$ cat src/rtl/ovl_pkg.sv
package ovl_pkg;

    typedef enum logic [1:0] {
        FILL_EMPTY = 2'd0,
        FILL_PART  = 2'd1,
        FILL_FULL  = 2'd2
    } fill_state_e;

    // Width that holds a sign-extended offset plus a zero-extended size
    // without wrapping.
    function automatic int sum_width(input int ofs_w, input int sz_w);
        int m;
        m = (ofs_w > sz_w + 1) ? ofs_w : sz_w + 1;
        return m + 1;
    endfunction

endpackage

$ cat src/rtl/ovl_slot.sv
module ovl_slot #(
    parameter int ID_W  = 8,
    parameter int OFS_W = 16,
    parameter int SZ_W  = 5
) (
    input  logic                    clk,
    input  logic                    rst_n,
    input  logic                    clr,
    input  logic                    wr,
    input  logic [ID_W-1:0]         base_i,
    input  logic signed [OFS_W-1:0] ofs_i,
    input  logic [SZ_W-1:0]         size_i,
    output logic                    vld_o,
    output logic [ID_W-1:0]         base_o,
    output logic signed [OFS_W-1:0] ofs_o,
    output logic [SZ_W-1:0]         size_o
);

    always_ff @(posedge clk or negedge rst_n) begin
        if (!rst_n) begin
            vld_o  <= 1'b0;
            base_o <= '0;
            ofs_o  <= '0;
            size_o <= '0;
        end else if (wr) begin
            vld_o  <= 1'b1;
            base_o <= base_i;
            ofs_o  <= ofs_i;
            size_o <= size_i;
        end else if (clr) begin
            vld_o  <= 1'b0;
        end
    end

endmodule

$ cat src/rtl/ovl_cmp.sv
module ovl_cmp #(
    parameter int ID_W  = 8,
    parameter int OFS_W = 16,
    parameter int SZ_W  = 5
) (
    input  logic                    e_vld,
    input  logic [ID_W-1:0]         e_base,
    input  logic signed [OFS_W-1:0] e_ofs,
    input  logic [SZ_W-1:0]         e_size,
    input  logic [ID_W-1:0]         l_base,
    input  logic signed [OFS_W-1:0] l_ofs,
    input  logic [SZ_W-1:0]         l_size,
    output logic                    hit
);

    localparam int SUM_W = ovl_pkg::sum_width(OFS_W, SZ_W);

    logic signed [SUM_W-1:0] s_lo, s_end, l_lo, l_end, s_len, l_len;

    always_comb begin
        s_lo  = {{(SUM_W-OFS_W){e_ofs[OFS_W-1]}}, e_ofs};
        l_lo  = {{(SUM_W-OFS_W){l_ofs[OFS_W-1]}}, l_ofs};
        s_len = {{(SUM_W-SZ_W){1'b0}}, e_size};
        l_len = {{(SUM_W-SZ_W){1'b0}}, l_size};
        s_end = s_lo + s_len;
        l_end = l_lo + l_len;

        if (!e_vld || (e_base != l_base)) begin
            hit = 1'b0;
        end else if (s_lo == l_lo) begin
            hit = 1'b1;
        end else if (s_lo < l_lo) begin
            hit = (s_end > l_lo);
        end else begin
            hit = (l_end > s_lo);
        end
    end

endmodule

$ cat src/rtl/ovl_fill_ctl.sv
module ovl_fill_ctl #(
    parameter int DEPTH = 4
) (
    input  logic             clk,
    input  logic             rst_n,
    input  logic             clr,
    input  logic             rec,
    output logic [DEPTH-1:0] wr_en
);

    import ovl_pkg::*;

    localparam int CNT_W = $clog2(DEPTH + 1);
    localparam logic [CNT_W-1:0] LAST = CNT_W'(DEPTH);
    localparam logic [CNT_W-1:0] ONE  = CNT_W'(1);

    fill_state_e      state_q, state_d;
    logic [CNT_W-1:0] cnt_q, cnt_d;
    logic             accept;
    logic [CNT_W-1:0] wr_ptr;

    // State register
    always_ff @(posedge clk or negedge rst_n) begin
        if (!rst_n) begin
            state_q <= FILL_EMPTY;
            cnt_q   <= '0;
        end else begin
            state_q <= state_d;
            cnt_q   <= cnt_d;
        end
    end

    // Next state
    always_comb begin
        state_d = state_q;
        cnt_d   = cnt_q;
        unique case (state_q)
            FILL_EMPTY: begin
                if (rec) begin
                    cnt_d   = ONE;
                    state_d = (ONE == LAST) ? FILL_FULL : FILL_PART;
                end
            end
            FILL_PART: begin
                if (clr) begin
                    cnt_d   = rec ? ONE : '0;
                    state_d = !rec ? FILL_EMPTY :
                              (ONE == LAST) ? FILL_FULL : FILL_PART;
                end else if (rec) begin
                    cnt_d   = cnt_q + ONE;
                    state_d = (cnt_q + ONE == LAST) ? FILL_FULL : FILL_PART;
                end
            end
            FILL_FULL: begin
                if (clr) begin
                    cnt_d   = rec ? ONE : '0;
                    state_d = !rec ? FILL_EMPTY :
                              (ONE == LAST) ? FILL_FULL : FILL_PART;
                end
            end
            default: begin
                state_d = FILL_EMPTY;
                cnt_d   = '0;
            end
        endcase
    end

    // Outputs
    always_comb begin
        accept = 1'b0;
        wr_ptr = '0;
        unique case (state_q)
            FILL_EMPTY: begin
                accept = rec;
                wr_ptr = '0;
            end
            FILL_PART: begin
                accept = rec;
                wr_ptr = clr ? '0 : cnt_q;
            end
            FILL_FULL: begin
                accept = rec && clr;
                wr_ptr = '0;
            end
            default: begin
                accept = 1'b0;
                wr_ptr = '0;
            end
        endcase
        for (int i = 0; i < DEPTH; i++) begin
            wr_en[i] = accept && (wr_ptr == CNT_W'(i));
        end
    end

endmodule

$ cat src/rtl/st_ld_overlap.sv
module st_ld_overlap #(
    parameter int DEPTH = 4,
    parameter int ID_W  = 8,
    parameter int OFS_W = 16,
    parameter int SZ_W  = 5
) (
    input  logic                    clk,
    input  logic                    rst_n,
    input  logic                    grp_clear,
    input  logic                    st_valid,
    input  logic                    st_has_mem,
    input  logic [ID_W-1:0]         st_base,
    input  logic signed [OFS_W-1:0] st_ofs,
    input  logic [SZ_W-1:0]         st_size,
    input  logic                    ld_valid,
    input  logic                    ld_has_mem,
    input  logic [ID_W-1:0]         ld_base,
    input  logic signed [OFS_W-1:0] ld_ofs,
    input  logic [SZ_W-1:0]         ld_size,
    output logic                    ld_hit
);

    logic                    st_rec;
    logic [DEPTH-1:0]        wr_en;
    logic [DEPTH-1:0]        slot_vld;
    logic [DEPTH-1:0]        slot_hit;
    logic [ID_W-1:0]         slot_base [DEPTH];
    logic signed [OFS_W-1:0] slot_ofs  [DEPTH];
    logic [SZ_W-1:0]         slot_size [DEPTH];

    assign st_rec = st_valid && st_has_mem;

    ovl_fill_ctl #(.DEPTH(DEPTH)) u_ctl (
        .clk   (clk),
        .rst_n (rst_n),
        .clr   (grp_clear),
        .rec   (st_rec),
        .wr_en (wr_en)
    );

    for (genvar g = 0; g < DEPTH; g++) begin : g_slot
        ovl_slot #(.ID_W(ID_W), .OFS_W(OFS_W), .SZ_W(SZ_W)) u_slot (
            .clk    (clk),
            .rst_n  (rst_n),
            .clr    (grp_clear),
            .wr     (wr_en[g]),
            .base_i (st_base),
            .ofs_i  (st_ofs),
            .size_i (st_size),
            .vld_o  (slot_vld[g]),
            .base_o (slot_base[g]),
            .ofs_o  (slot_ofs[g]),
            .size_o (slot_size[g])
        );

        ovl_cmp #(.ID_W(ID_W), .OFS_W(OFS_W), .SZ_W(SZ_W)) u_cmp (
            .e_vld  (slot_vld[g]),
            .e_base (slot_base[g]),
            .e_ofs  (slot_ofs[g]),
            .e_size (slot_size[g]),
            .l_base (ld_base),
            .l_ofs  (ld_ofs),
            .l_size (ld_size),
            .hit    (slot_hit[g])
        );
    end

    assign ld_hit = ld_valid && ld_has_mem && (|slot_hit);

endmodule

$ cat config.mk
export PLATFORM = sky130hd
export DESIGN_NAME = st_ld_overlap
export DESIGN_NICKNAME = d
export VERILOG_FILES = /design/src/rtl/ovl_pkg.sv /design/src/rtl/ovl_slot.sv /design/src/rtl/ovl_cmp.sv /design/src/rtl/ovl_fill_ctl.sv /design/src/rtl/st_ld_overlap.sv
export SDC_FILE = /design/constraint.sdc
export NUM_CORES = 1
export LEC_CHECK = 0
export BUFFER_PORTS_ARGS = -buffer_cell sky130_fd_sc_hd__buf_2
export CAP_MARGIN = 10
export CORE_MARGIN = 2
export CORE_UTILIZATION = 45
export CTS_CLUSTER_DIAMETER = 120
export DETAILED_ROUTE_END_ITERATION = 12
export HOLD_SLACK_MARGIN = 0.1
export SYNTH_ARGS = -nofsm -noshare
export SYNTH_HDL_FRONTEND = slang
export SYNTH_SLANG_ARGS = --single-unit
$ cat constraint.sdc
create_clock -name clk -period 3.5 [get_ports clk]
set_input_delay 0.175 -clock clk [delete_from_list [all_inputs] [get_ports clk]]
set_output_delay 0.175 -clock clk [all_outputs]
set_load 0.01 [all_outputs]
==> flow_summary.json, run 1 <==
{
  "gp_congestion": 0.964,
  "finalCriticalPeriod_ns": 4.51,
  "hold_slack_ns": 0.111,
  "max_slew_margin": 0.305,
  "finalCritPeriodShare": 1.29,
  "antenna_found_initial": 1,
  "final_common_cell": "ha_1",
  "whs_endpoint": "g_slot[0].u_slot.ofs_o[5]",
  "die_y_um": 165,
  "core_um2": 25300,
  "ys_seq_area_frac": 0.268,
  "ys.flop_type": "dfrtp_1",
  "layout_common_cells": "ha_1 (222), buf_4 (187), inv_1 (129)",
  "slowest_stage": "or4_4",
  "wl_mm": 35.2,
  "path_cells": "ha_2, inv_1, fa_2, nor2b_2, o21ai_2, a21boi_2, o21a_1, inv_2, nor2_4, nand2_2, xnor2_1, ha_1, nand4_1, or4_4, o21ai_2, o211ai_1, nand4_1, nand4_1, a31oi_4, buf_6",
  "cts-root-buf": "clkbuf_16",
  "post-dp-hpwl_mm": 28.5,
  "synth_cell_type_count": 62,
  "pin_count": 66,
  "initial_core_util": 0.461,
  "worstReg2RegEnd": "g_slot[1].u_slot.ofs_o[0]",
  "ant_nets": 0,
  "p_int_mw": 4.39,
  "netlist_area_um2": 11700,
  "num_rows": 58,
  "grt_pass1_wl_mm": 54.8,
  "violations": "negative setup slack",
  "worstMarginPinSlew_ns": 1.04,
  "status": "complete, but fails checks",
  "area_growth_pct": 27.5,
  "synth-edff-count": 0,
  "setup.worst_path.class": "reg -> out",
  "leakagePower_nw": 7.32,
  "avgViaCountPerCell": 5.51,
  "crit_arrival_ns": 4.34,
  "vias": 10259,
  "grt_pass1_vias": 10384,
  "io_buffer_count": 65,
  "r2r_slack_ns": 0.96,
  "rsz0062_at_grt": "yes",
  "setup_violations": 1,
  "track_usage": 0.267,
  "worstHoldStart": "st_ofs[5]",
  "power.share.clock": 0.263,
  "drtIter0Drc": 522,
  "grt_max_degree": 93,
  "synth_seq_cells": 125,
  "fin_nets": 1817,
  "path_clk_slew_ns": 0.07,
  "drive_above_1_share": 0.288,
  "synth_cells": 1239,
  "cap_violations": 0,
  "dr.pass1.iters": 4,
  "fp.dieW_um": 165,
  "cpPeakStageDelay_ns": 0.57,
  "slew_violations": 0,
  "cp_max_fo": 3,
  "pwr-share-seq": 0.271,
  "cp_common_cell": "nand4_1",
  "num-fill-cells": 2195,
  "fin_area_um2": 14900,
  "setup_tns_ns": -1.01,
  "switching_power_mw": 2.76,
  "seqCellArea_um2": 3130,
  "cts_tree": "yes",
  "worstSetupStartpoint": "g_slot[1].u_slot.ofs_o[0]",
  "dpl_cell_area_um2": 13800,
  "avgSynthCellArea_um2": 9.42,
  "ir_drop_uv": 323,
  "cts_buffers": 17,
  "htreeDepth": 4,
  "fp.dieArea_um2": 27200,
  "crit_buf_inv": 3,
  "critical_path.top_delay_family": "simple AND/OR/NAND/NOR gates",
  "total_power_mw": 7.15,
  "async_flop_share": 1.00,
  "clockBufferDepth": 2,
  "diodes": 0,
  "worst_r2r_startpoint": "u_ctl.state_q[0]",
  "drc": 0,
  "fmax_mhz": 221,
  "cts.sinks": 125,
  "ys_warn_count": 0,
  "cp-end-kind": "output pin",
  "hold_violations": 0,
  "cellPowerDensity_nw_per_um2": 481,
  "reg2regPathDepth": 5,
  "min_path_cells": 3,
  "multi_input_area_um2": 8190,
  "wl_per_cell_um": 18.9,
  "hp-class": "in -> reg",
  "start_kind": "flip-flop",
  "crit_required_ns": 3.32,
  "syn-num-nets": 1536,
  "switching_share": 0.387,
  "finalWorstSetupSlack_ns": -1.01,
  "p_comb_frac": 0.466,
  "grt-ovfl-total": 0,
  "insertion_delay_ns": 0.44,
  "fin_skew_ns": 0.0104
}
-- worst max-delay path by stage --
stage	endpoint	cells after the start
CTS	ld_hit	21
floorplan	ld_hit	19
finish	ld_hit	20
global route	ld_hit	20
global placement	ld_hit	21
detailed placement	ld_hit	21
-- synthesized netlist by cell type, drive strengths merged (6+ instances only) --
master	n	area (um^2)
mux2	99	1110
nand3	36	185
nor4	16	119
o21ai	54	270
nor3	17	85.1
and2	6	37.5
a211oi	13	97.6
a21oi	85	425
buf	15	80.1
nand4	48	300
and3	7	43.8
dfrtp	125	3130
ha	227	2840
xnor2	80	701
o211ai	8	70.1
a21o	23	173
nand2	78	293
nor2	44	165
xor2	22	193
o21bai	10	75.1
inv	132	495
a31oi	8	50.1
nor2b	12	75.1
nand2b	7	43.8
a2111oi	7	62.6
-- final cells by class --
type                       count  share of cell area
multi-input combinational    963               0.551
sequential                   125               0.210
timing repair buffer         281               0.137
inverter                     132              0.0336
clock buffer                  17              0.0286
tap                          330              0.0277
clock inverter                15              0.0126
-- state kept, by name (all words and copies together), names as in the netlist --
signal                cells
u_ctl.state_q             2
g_slot.u_slot.ofs_o      64
g_slot.u_slot.vld_o       4
g_slot.u_slot.base_o     32
g_slot.u_slot.size_o     20
u_ctl.cnt_q               3
-- per-stage QoR --
step	util	std cells	worst slack (ns)
floorplan	-	1239	0.00280
global placement	0.543	1796	-0.738
detailed placement	0.543	1796	-0.755
CTS	0.581	1858	-0.976
global route	0.587	1863	-1.21
finish	0.587	1863	-1.01
-- what timing repair did --
action                                  4_1_cts  5_1_grt
endpoints found under the setup margin        1        1
hold buffers                                 29        0
hold endpoints to repair                    175        0
resized for setup                            11       34
setup buffers                                 1        5
pin swaps                                     5       31
-- per-layer routing --
metal | global-route usage | up-vias | share of wire
li1 | - | 5049 | -
met1 | 0.351 | 4964 | 0.46
met2 | 0.464 | 203 | 0.48
met3 | 0.0327 | 43 | 0.040
met4 | 0.0735 | 0 | 0.022
met5 | 0 | - | 0
-- power by group through the flow --
stage / combinational (mW) / clock, mW / sequential [mW]
finish: 3.33 / 1.88 / 1.93
global placement: 3.11 / 0 / 1.95
CTS: 3.25 / 1.91 / 1.93
global route: 3.74 / 1.97 / 1.97
detailed placement: 3.17 / 0 / 1.96
floorplan: 1.92 / 0 / 1.92
-- logic make-up after synthesis --
group           synth area share
xor+xnor                  0.0765
buf+inv                   0.0506
mux                       0.0998
fa+ha+maj                  0.252
compound gates             0.127
flops                      0.268
simple gates               0.126
-- worst min-delay path, delay by kind of cell --
kind	cells	cell delay, ns
AO/OA/AOI/OAI	1	0.08
buffers and inverters	1	0.16
AND/OR/NAND/NOR	1	0.07
No activity file was read; power rests on OpenSTA's default activity.
==> inputs of run 2 (changes only) <==
--- a/config.mk
+++ b/config.mk
@@ -8,10 +8,11 @@
 export BUFFER_PORTS_ARGS = -buffer_cell sky130_fd_sc_hd__buf_2
 export CAP_MARGIN = 10
 export CORE_MARGIN = 2
-export CORE_UTILIZATION = 45
+export CORE_UTILIZATION = 57
 export CTS_CLUSTER_DIAMETER = 120
 export DETAILED_ROUTE_END_ITERATION = 12
 export HOLD_SLACK_MARGIN = 0.1
+export PLACE_DENSITY = 0.78
 export SYNTH_ARGS = -nofsm -noshare
 export SYNTH_HDL_FRONTEND = slang
 export SYNTH_SLANG_ARGS = --single-unit
==> flow_summary.json, run 2 (synthesis results as in run 1) <==
{
  "status": "complete, but fails checks",
  "violations": "negative setup slack",
  "diodes": 0,
  "worstSetupStartpoint": "g_slot[1].u_slot.ofs_o[0]",
  "regMostFlops": "g_slot.u_slot.ofs_o",
  "path_clk_slew_ns": 0.07,
  "grt_max_degree": 64,
  "insertion_delay_ns": 0.44,
  "top_regs": "g_slot.u_slot.ofs_o (64), g_slot.u_slot.base_o (32), g_slot.u_slot.size_o (20)",
  "dpl.cell_count": 1713,
  "post-dp-hpwl_mm": 27.7,
  "cp_max_fo": 3,
  "antenna_found_initial": 1,
  "worst_r2r_startpoint": "u_ctl.state_q[0]",
  "hold_violations": 0,
  "fp.dieW_um": 147,
  "finalCritPeriodShare": 1.30,
  "cellPowerDensity_nw_per_um2": 499,
  "switching_share": 0.391,
  "grt_pass1_wl_mm": 56.0,
  "ant_nets": 0,
  "die_y_um": 147,
  "cts_tree": "yes",
  "setup_violations": 1,
  "fin_nets": 1799,
  "finalNonFillerCells": 1785,
  "ir_drop_uv": 431,
  "worstMarginPinSlew_ns": 0.857,
  "num-fill-cells": 1500,
  "crit_arrival_ns": 4.39,
  "initial_core_util": 0.579,
  "setup.worst_path.class": "reg -> out",
  "cts.sinks": 125,
  "wl_per_cell_um": 20.0,
  "drc": 0,
  "cap_violations": 0,
  "grt_pass1_vias": 10936,
  "slew_violations": 0,
  "switching_power_mw": 2.85,
  "fin_skew_ns": 0.0106,
  "crit_required_ns": 3.32,
  "worstHoldStart": "st_ofs[7]",
  "pwr-share-seq": 0.270,
  "start_kind": "flip-flop",
  "num_rows": 52,
  "layout_common_cells": "ha_1 (223), buf_4 (165), inv_1 (129)",
  "dr.pass1.iters": 6,
  "htreeDepth": 4,
  "track_usage": 0.333,
  "clockBufferDepth": 2,
  "final_common_cell": "ha_1",
  "power.share.clock": 0.262,
  "cts_buffers": 17,
  "p_int_mw": 4.45,
  "drtIter0Drc": 752,
  "pin_count": 66,
  "grt-ovfl-total": 0,
  "fmax_mhz": 219,
  "fp.dieArea_um2": 21600,
  "vias": 10711,
  "finalCriticalPeriod_ns": 4.56,
  "drive_above_1_share": 0.269,
  "leakagePower_nw": 7.25,
  "core_um2": 20200,
  "finalWorstSetupSlack_ns": -1.06,
  "rsz0062_at_grt": "yes",
  "gp_congestion": 1.01,
  "hp-class": "in -> reg",
  "total_power_mw": 7.30,
  "max_slew_margin": 0.428,
  "hold_slack_ns": 0.104,
  "cp-end-kind": "output pin",
  "largest_register_ffs": 64,
  "area_growth_pct": 25.3,
  "wl_mm": 35.8,
  "cts-root-buf": "clkbuf_16",
  "io_buffer_count": 65,
  "avgViaCountPerCell": 6.00,
  "p_comb_frac": 0.468
}
==> run 2: cell type report <==
class | count | area [um^2] | share of cell area
clock buffers | 17 | 425 | 0.0291
clock inverters | 15 | 190 | 0.0130
inverters | 132 | 499 | 0.0341
multi-input cells | 963 | 8110 | 0.555
flip-flops and latches | 125 | 3130 | 0.214
well taps | 270 | 338 | 0.0231
repair buffers | 263 | 1930 | 0.132
==> run 2: metrics by stage <==
step | TNS [ns] | utilization | instance area (um^2) | worst slack (ns)
final | -1.06 | 0.725 | 14600 | -1.06
after global placement | -0.545 | 0.671 | 13500 | -0.545
after global routing | -1.22 | 0.725 | 14600 | -1.22
after floorplan | 0 | - | 11700 | 0.00280
after CTS | -1.03 | 0.721 | 14600 | -1.03
after detailed placement | -0.615 | 0.671 | 13500 | -0.615
==> run 2: routing by layer <==
layer  GRT usage  part of all wire
met5           0           0.00020
met4       0.121             0.033
met3      0.0571             0.058
met2       0.594              0.50
met1       0.405              0.41
==> run 2: worst paths after layout <==
| path | endpoint | slack (ns) | depth (start not counted) |
|---|---|---|---|
| setup / recovery | ld_hit | -1.06 | 20 |
| hold / removal | g_slot[0].u_slot.ofs_o[7] | 0.10 | 3 |
| setup reg to reg | g_slot[2].u_slot.base_o[4] | 1.15 | 5 |
| hold reg to reg | g_slot[0].u_slot.vld_o | 0.50 | 1 |
| max in group asynchronous | g_slot[3].u_slot.ofs_o[10] | 2.29 | 3 |
| min in group asynchronous | g_slot[0].u_slot.base_o[0] | 0.37 | 2 |
==> run 2: power groups by stage <==
stage          sequential, mW  clock, mW  combinational, mW
2_1_floorplan            1.92          0               1.92
3_3_place_gp             1.96          0               2.96
3_5_place_dp             1.98          0               3.09
4_1_cts                  1.96       1.91               3.25
5_1_grt                  2.00       1.97               3.75
6_report                 1.97       1.91               3.41
==> run 2: worst max-delay path, stage by stage (launching register included) <==
cell and delay (ns):
dfrtp_1 0.42, ha_4 0.18, inv_2 0.04, fa_2 0.36, nor2b_2 0.14, o21ai_2 0.08, a21boi_2 0.15, o21a_1 0.21
inv_1 0.10, nor2_4 0.15, nand2_1 0.08, xnor2_1 0.15, ha_1 0.31, nand4_1 0.16, or4_4 0.48, o21ai_2 0.14
o211ai_1 0.12, nand3_1 0.12, nand4_1 0.11, a31oi_2 0.26, buf_2 0.18
==> run 2: timing repair <==
action | in CTS | in global routing
hold buffers | 30 | 0
setup buffers | 9 | 1
setup endpoints to repair | 1 | 1
hold endpoints to repair | 156 | 0
pin swaps | 17 | 12
resized for setup | 11 | 16
